File: src/rtl/txalarm_pkg.sv
package txalarm_pkg;

    typedef enum logic [1:0] {
        TM_IDLE    = 2'd0,
        TM_COUNT   = 2'd1,
        TM_EXPIRED = 2'd2
    } tmo_state_e;

    typedef enum logic [1:0] {
        FB_IDLE  = 2'd0,
        FB_PULSE = 2'd1,
        FB_GAP   = 2'd2
    } febe_state_e;

endpackage

File: src/rtl/txalarm_reframe_timer.sv
module txalarm_reframe_timer
    import txalarm_pkg::*;
#(
    parameter int TMO_MS = 100
) (
    input  logic clk,
    input  logic rst_n,
    input  logic frame_lost,
    input  logic ms_tick,
    output logic expired
);
    localparam int CW = (TMO_MS > 1) ? $clog2(TMO_MS) : 1;
    localparam logic [CW-1:0] LAST = CW'(TMO_MS - 1);

    tmo_state_e    state_q, state_d;
    logic [CW-1:0] cnt_q, cnt_d;

    always_ff @(posedge clk or negedge rst_n) begin
        if (!rst_n) begin
            state_q <= TM_IDLE;
            cnt_q   <= '0;
        end else begin
            state_q <= state_d;
            cnt_q   <= cnt_d;
        end
    end

    always_comb begin
        state_d = state_q;
        cnt_d   = cnt_q;
        unique case (state_q)
            TM_IDLE: begin
                cnt_d = '0;
                if (frame_lost) state_d = TM_COUNT;
            end
            TM_COUNT: begin
                if (!frame_lost) begin
                    state_d = TM_IDLE;
                    cnt_d   = '0;
                end else if (ms_tick) begin
                    if (cnt_q == LAST) state_d = TM_EXPIRED;
                    else               cnt_d   = cnt_q + 1'b1;
                end
            end
            TM_EXPIRED: begin
                if (!frame_lost) begin
                    state_d = TM_IDLE;
                    cnt_d   = '0;
                end
            end
            default: state_d = TM_IDLE;
        endcase
    end

    assign expired = (state_q == TM_EXPIRED);

endmodule

File: src/rtl/txalarm_febe_queue.sv
module txalarm_febe_queue
    import txalarm_pkg::*;
#(
    parameter int QMAX = 7
) (
    input  logic clk,
    input  logic rst_n,
    input  logic strobe,
    output logic pulse
);
    localparam int QW = $clog2(QMAX + 1);
    localparam logic [QW-1:0] FULL = QW'(QMAX);

    febe_state_e   state_q, state_d;
    logic [QW-1:0] pend_q, pend_d;
    logic          take;

    always_ff @(posedge clk or negedge rst_n) begin
        if (!rst_n) begin
            state_q <= FB_IDLE;
            pend_q  <= '0;
        end else begin
            state_q <= state_d;
            pend_q  <= pend_d;
        end
    end

    always_comb begin
        state_d = state_q;
        take    = 1'b0;
        unique case (state_q)
            FB_IDLE: begin
                if (pend_q != '0) begin
                    state_d = FB_PULSE;
                    take    = 1'b1;
                end
            end
            FB_PULSE: state_d = FB_GAP;
            FB_GAP:   state_d = FB_IDLE;
            default:  state_d = FB_IDLE;
        endcase
    end

    always_comb begin
        pend_d = pend_q;
        if (strobe && !take && pend_q != FULL) pend_d = pend_q + 1'b1;
        else if (!strobe && take)              pend_d = pend_q - 1'b1;
    end

    assign pulse = (state_q == FB_PULSE);

endmodule

File: src/rtl/txalarm_ctrl.sv
module txalarm_ctrl #(
    parameter int TMO_MS    = 100,
    parameter int FEBE_QMAX = 7
) (
    input  logic clk,
    input  logic rst_n,
    input  logic rx_los,
    input  logic tx_clk_lost,
    input  logic rx_frame_lost,
    input  logic rx_mf_lost,
    input  logic crc_err,
    input  logic ms_tick,
    input  logic en_ais_los,
    input  logic en_ais_tloc,
    input  logic en_yel_frm,
    input  logic en_yel_tmo,
    input  logic en_myel,
    input  logic en_febe,
    input  logic man_ais,
    input  logic man_yel,
    input  logic man_myel,
    input  logic man_febe,
    output logic tx_ais,
    output logic ais_clk_alt,
    output logic tx_yel,
    output logic tx_myel,
    output logic tx_febe
);
    logic tmo_expired;
    logic febe_pulse;
    logic tloc_cause;

    txalarm_reframe_timer #(.TMO_MS(TMO_MS)) u_tmr (
        .clk        (clk),
        .rst_n      (rst_n),
        .frame_lost (rx_frame_lost),
        .ms_tick    (ms_tick),
        .expired    (tmo_expired)
    );

    txalarm_febe_queue #(.QMAX(FEBE_QMAX)) u_febe (
        .clk    (clk),
        .rst_n  (rst_n),
        .strobe (crc_err & en_febe),
        .pulse  (febe_pulse)
    );

    assign tloc_cause = en_ais_tloc & tx_clk_lost;

    always_ff @(posedge clk or negedge rst_n) begin
        if (!rst_n) begin
            tx_ais      <= 1'b0;
            ais_clk_alt <= 1'b0;
            tx_yel      <= 1'b0;
            tx_myel     <= 1'b0;
            tx_febe     <= 1'b0;
        end else begin
            tx_ais      <= man_ais | tloc_cause | (en_ais_los & rx_los);
            ais_clk_alt <= tloc_cause;
            tx_yel      <= man_yel | (en_yel_frm & rx_frame_lost)
                                   | (en_yel_tmo & tmo_expired);
            tx_myel     <= man_myel | (en_myel & rx_mf_lost);
            tx_febe     <= man_febe | febe_pulse;
        end
    end

endmodule

File: config.mk
export PLATFORM = sky130hd
export DESIGN_NAME = txalarm_ctrl
export DESIGN_NICKNAME = d
export VERILOG_FILES = /design/src/rtl/txalarm_pkg.sv /design/src/rtl/txalarm_reframe_timer.sv /design/src/rtl/txalarm_febe_queue.sv /design/src/rtl/txalarm_ctrl.sv
export SDC_FILE = /design/constraint.sdc
export NUM_CORES = 1
export LEC_CHECK = 0
export ABC_AREA = 1
export BUFFER_PORTS_ARGS = -buffer_cell sky130_fd_sc_hd__buf_2
export CORE_MARGIN = 2
export CORE_UTILIZATION = 47
export CTS_CLUSTER_SIZE = 28
export DETAILED_ROUTE_END_ITERATION = 10
export PLACE_DENSITY_LB_ADDON = 0.05
export SETUP_SLACK_MARGIN = 0.15
export SLEW_MARGIN = 0
export SYNTH_ARGS = -nofsm -noshare
export SYNTH_HDL_FRONTEND = slang
export SYNTH_SLANG_ARGS = --single-unit
File: constraint.sdc
create_clock -name clk -period 1.6 [get_ports clk]
set_clock_uncertainty 0.2 [all_clocks]
set_input_delay 0.32 -clock clk [delete_from_list [all_inputs] [get_ports clk]]
set_output_delay 0.32 -clock clk [all_outputs]
set_load 0.02 [all_outputs]
Word level (Yosys, flattened, before mapping)
Index checks and enable logic that the tools add are counted.
{ "word_totals": {"input_bits": 18, "output_inout_bits": 5, "reg_bits": 19, "word_cells": 64} }
{ "op_classes": {"n_reduce_logical": 12, "n_addsub": 3, "eq_ne": 11, "bitwise_logic": 12, "mux": 17} }
{ "ops": {"columns": ["operator", "n"], "rows": [
  ["7-bit two-way mux", 4],
  ["7-bit case mux with 3 select lines", 1],
  ["2-bit two-way mux", 6],
  ["3-bit inequality test (second input constant)", 3],
  ["4-bit AND reduction", 2],
  ["7-bit by 1-bit adder with 7-bit output (second input constant)", 1],
  ["7-bit equality test (second input constant)", 1],
  ["1-bit bitwise AND", 6],
  ["3-bit two-way mux", 2],
  ["1-bit bitwise OR", 6],
  ["2-bit case mux with 3 select lines", 1],
  ["3-bit nonzero test", 2],
  ["2-bit by 1-bit equality test with 1-bit output (second input constant)", 2],
  ["2-bit logical NOT", 2],
  ["2-bit inequality test (second input constant)", 2],
  ["2-bit case mux with 2 select lines", 1],
  ["3-bit by 1-bit adder with 3-bit output (second input constant)", 1],
  ["1-bit logical AND", 3],
  ["3-bit by 2-bit inequality test with 1-bit output (second input constant)", 1],
  ["3-bit by 1-bit subtractor with 3-bit output (second input constant)", 1],
  ["2-bit equality test (second input constant)", 1],
  ["1-bit logical NOT", 2],
  ["1-bit two-way mux", 2],
  ["2-bit by 1-bit inequality test with 1-bit output (second input constant)", 1],
  ["2-bit nonzero test", 1]
]} }

Depth between registers and ports, before layout
{ "depth": {"ltp_word": 7, "mapped_depth": 10, "ltp_nobuf": 10} }

Cells and area by module
Synthesis repeated with hierarchy kept, for this count alone.
{ "unflattened": {"cells_unflattened": 140, "area_unflattened_um2": 1082.3} }
{ "modules_own_cells": {"columns": ["module", "cells_per_inst", "area_per_inst_um2", "instances", "seq_area_each_um2"], "rows": [
  ["txalarm_reframe_timer", 85, 618.1, 1, 225.2],
  ["txalarm_febe_queue", 35, 277.8, 1, 125.1],
  ["txalarm_ctrl", 20, 186.4, 1, 125.1]
]} }

Worst setup path before layout
OpenSTA, ideal clock, no wires.
{ "synth_path": {"path_type": "register to register", "from": "reg u_febe.pend_q[0]", "to": "reg u_febe.pend_q[2]", "setup_time_ps": 116, "path_buffers": 0, "path_slack_ps": -70, "period_less_slack_ps": 1670, "stages_incl_launch_ff": 10, "arrival_ps": 1354, "required_ps": 1284, "cell_sequence": "dfrtp_1 > nor2_1 > nand2_1 > nand3_1 > nand2_1 > fa_1 > inv_1 > nand2_1 > nand3_1 > nand2_1"} }
{ "synth_between": {"elab_chain_len": 7, "word_cells_on_any_way": 13, "cone_classes": "2 x add/sub; 1 x eq/ne; 4 x mux; 6 x reduce/logical"} }
{ "synth_rtl": {"columns": ["item", "line", "text"], "rows": [
  ["from (decl)", "txalarm_febe_queue.sv:15", "logic [QW-1:0] pend_q, pend_d;"],
  ["from (signal assigned)", "txalarm_febe_queue.sv:24", "pend_q <= pend_d;"],
  ["3-bit nonzero test", "txalarm_febe_queue.sv:33", "if (pend_q != '0) begin"],
  ["1-bit two-way mux", "txalarm_febe_queue.sv:33", null],
  ["1-bit two-way mux", "txalarm_febe_queue.sv:31", "unique case (state_q)"],
  ["1-bit logical NOT", "txalarm_febe_queue.sv:46", "if (strobe && !take && pend_q != FULL) pend_d = pend_q + 1'b1;"],
  ["1-bit logical AND (2 in a row)", "txalarm_febe_queue.sv:46", null],
  ["3-bit two-way mux or 2-bit nonzero test (tied branches)", null, null]
]} }
Several ways; a longest one is shown, not always the timed one. The select of a mux whose other input is x is not followed.
A chain may end at the register's enable or synchronous reset.

Final worst setup path
Same ends and word-level chain as after synthesis.

==> impl_metrics.py <==
metrics = {
    "setup_path": {
        "critPathMaxFanout": 3,
        "crit_type": "register to register",
        "crit_start": "u_febe.pend_q[0]$_DFFE_PN0P_",
        "critPathArrivalTime_ns": 1.68,
        "reg2reg_depth": 9,
        "r2r_end": "u_febe.pend_q[2]$_DFFE_PN0P_",
        "cp.required_ns": 1.60,
        "end_kind": "register",
        "reg2reg_from": "u_febe.pend_q[0]$_DFFE_PN0P_",
        "critPathLaunchType": "register",
        "r2r_slack_ns": -0.08,
    },
    "sta": {
        "max_slew_margin_pct": 70.9,
        "whs_ns": 0.0162,
        "rsz0062_at_grt": "true",
        "setup_viol": 3,
        "worstMarginPinSlew_ns": 0.437,
        "period_needed_ns": 1.68,
        "max_clock_freq_mhz": 595,
        "period_share_pct": 105,
        "setup_ws_ns": -0.0809,
        "finalMaxSlewViolations": 0,
        "hold_viol": 0,
    },
    "hold_path": {
        "hold_depth": 3,
        "hold_end": "tx_ais$_DFF_PN0_",
        "min_path_type": "input port to register",
        "min_from": "rx_los",
    },
    "floorplanning": {
        "ios": 23,
        "die_h_um": 51.6,
        "die-area_mm2": 0.00266,
        "start_util_pct": 49.1,
        "rows": 17,
        "core_mm2": 0.00217,
        "die_w_um": 51.6,
    },
    "synth": {
        "synth-seq-cells": 19,
        "syn_area_per_cell_um2": 8.32,
        "synth_warnings": 0,
        "synth.distinct_cells": 24,
        "syn_inst": 128,
        "syn-num-nets": 148,
        "seq_area_frac_synth_pct": 44.7,
        "syn-cell-area_mm2": 0.00106,
    },
    "cts": {
        "cts_buffer_depth": 2,
        "clock_sinks": 19,
        "cts-root-buf": "clkbuf_4",
        "clock_latency_ns": 0.30,
        "cts_buffers": 3,
        "clk_pin_slew_ns": 0.11,
        "cts_tree": "yes",
        "htree_levels": 1,
    },
    "detailed_routing": {
        "wire_per_inst_um": 11.1,
        "wirelength_um": 2320,
        "vias": 1000,
        "drc_errors": 0,
        "drtPass1Iterations": 4,
        "drt-initial-drc-count": 22,
        "antenna_left": 0,
        "viasPerCell": 4.78,
    },
    "power": {
        "power.density_mw_per_mm2": 1000,
        "pwr-share-seq_pct": 40.0,
        "leakagePower_nw": 0.812,
        "p_sw_share_pct": 35.3,
        "p_int_mw": 1.01,
        "vdd_drop_max_uv": 918,
        "power_frac_clock_pct": 16.1,
        "p_sw_mw": 0.548,
        "p_comb_share_pct": 43.9,
    },
    "grt": {
        "grt-ovfl-total": 0,
        "grt_antenna_before_repair": 0,
        "grt_max_degree": 20,
        "grt_pass1_wl_um": 4100,
        "track_usage_pct": 20.5,
        "grt_pass1_vias": 971,
    },
    "cells_and_area": {
        "multi_input_area_um2": 576,
        "seq_area_um2": 479,
        "fill_cells": 185,
        "nNetsFinal": 202,
        "drive_gt1_share_pct": 48.1,
        "n_antenna_cell": 0,
        "area_delta_synth_final_pct": 45.8,
    },
    "place": {
        "dp.final_hpwl_um": 1570,
        "globalplace.congestion": 0.800,
        "place_worst_setup_slack_ns": -0.0756,
        "port_buffers": 22,
    },
    "outcome": {
        "outcome": "complete, but fails checks",
        "violations": "negative setup slack",
    },
    "job": {
        "maxCapViolations": 0,
    },
}
## power groups by stage
stage / sequential, mW / clock [mW] / combinational, mW
2_1_floorplan: 0.660 / 0 / 0.313
3_3_place_gp: 0.627 / 0 / 0.494
3_5_place_dp: 0.630 / 0 / 0.520
4_1_cts: 0.619 / 0.258 / 0.657
5_1_grt: 0.634 / 0.270 / 0.759
6_report: 0.622 / 0.250 / 0.682
## placed cells by master (no fill, tap or decap), drive strengths merged
master / instances
dfrtp: 19
xor2: 1
a21o: 1
a21oi: 3
o21bai: 1
inv: 16
clkinv: 1
nand4: 6
nand3: 13
nand2: 42
nor3: 2
buf: 47
fa: 1
o21ai: 5
nor2: 11
ha: 1
or2: 2
dlygate4sd3: 5
a41oi: 1
clkbuf: 3
## flip-flops by register name, indices dropped and copies added (netlist names)
register and count:
ais_clk_alt 1, tx_ais 1, tx_febe 1, tx_myel 1, tx_yel 1, u_febe.pend_q 3
u_febe.state_q 2, u_tmr.cnt_q 7, u_tmr.state_q 2
## timing repair
| item | in CTS | in global routing |
|---|---|---|
| gates resized for setup | 8 | 12 |
| setup buffers | 11 | 2 |
| hold buffers | 5 | 0 |
| pin swaps | 5 | 12 |
| setup endpoints to repair | 9 | 11 |
| hold endpoints to repair | 23 | 0 |
## through the flow
step                      area (um^2)  power [mW]  utilization [%]  TNS (ns)  cells
final                            1550        1.55             71.6    -0.158    209
after global routing             1550        1.66             71.6    -0.442    209
after CTS                        1500        1.53             69.0    -0.159    207
after detailed placement         1310        1.15             60.3   -0.0970    187
after global placement           1310        1.12             60.3         0    187
after floorplan                  1100       0.972                -         0    128
## worst max-delay path, cell delays in order (launching register included)
cell and delay, ns:
dfrtp_1 0.42, nor2_2 0.14, nand2_2 0.08, nand3_2 0.08
nand2_2 0.07, fa_2 0.35, inv_2 0.05, nand2_1 0.06
nand3_1 0.09, nand2_1 0.05
## cells in the mapped netlist
cell / count / area (um^2)
nand2_1: 35 / 131
dfrtp_1: 19 / 475
inv_1: 16 / 60.1
nand3_1: 11 / 55.1
nor2_1: 9 / 33.8
nand2_2: 7 / 43.8
nand4_1: 6 / 37.5
o21ai_2: 5 / 43.8
a21oi_1: 3 / 15.0
nor2_2: 2 / 12.5
or2_2: 2 / 12.5
a21o_1: 1 / 7.51
a41oi_1: 1 / 8.76
buf_12: 1 / 20.0
buf_2: 1 / 5.00
buf_6: 1 / 11.3
fa_1: 1 / 20.0
ha_1: 1 / 12.5
nand3_2: 1 / 10.0
nand3_4: 1 / 17.5
nor3_1: 1 / 5.00
nor3_2: 1 / 10.0
o21bai_1: 1 / 7.51
xor2_1: 1 / 8.76
## kinds of logic (layout without fill, tap and decap cells)
group                    Yosys count  after routing  synth area share (%)
buffers and inverters             19             72                  9.05
adder cells (fa/ha/maj)            2              2                  3.06
AO/OA/AOI/OAI                     11             11                  7.76
flip-flops                        19             19                  44.7
AND/OR/NAND/NOR                   76             76                  34.7
XOR/XNOR                           1              1                 0.823
## per-layer routing
layer	up-vias	share of wire, %	GRT usage [%]
met1	457	45	27.4
met5	-	0	0
met4	0	0.52	6.58
met3	2	4.8	4.02
met2	26	49	33.5
li1	515	-	-
## cell type report
class / count / share of cell area, %
clock buffers: 3 / 1.45
clock inverters: 1 / 0.322
inverters: 16 / 3.87
multi-input cells: 90 / 37.1
flip-flops and latches: 19 / 30.9
well taps: 28 / 2.26
repair buffers: 52 / 24.2
## worst max-delay path by stage
stage,endpoint,slack (ns),depth (start not counted)
3_5_place_dp,u_febe.pend_q[2]$_DFFE_PN0P_,-0.08,9
2_1_floorplan,u_febe.pend_q[2]$_DFFE_PN0P_,0.003,9
4_1_cts,u_febe.pend_q[2]$_DFFE_PN0P_,-0.08,9
5_1_grt,u_febe.pend_q[2]$_DFFE_PN0P_,-0.15,9
6_report,u_febe.pend_q[2]$_DFFE_PN0P_,-0.08,9
3_3_place_gp,u_febe.pend_q[2]$_DFFE_PN0P_,0.01,9
Note: power is estimated with default switching activity, not from simulation.
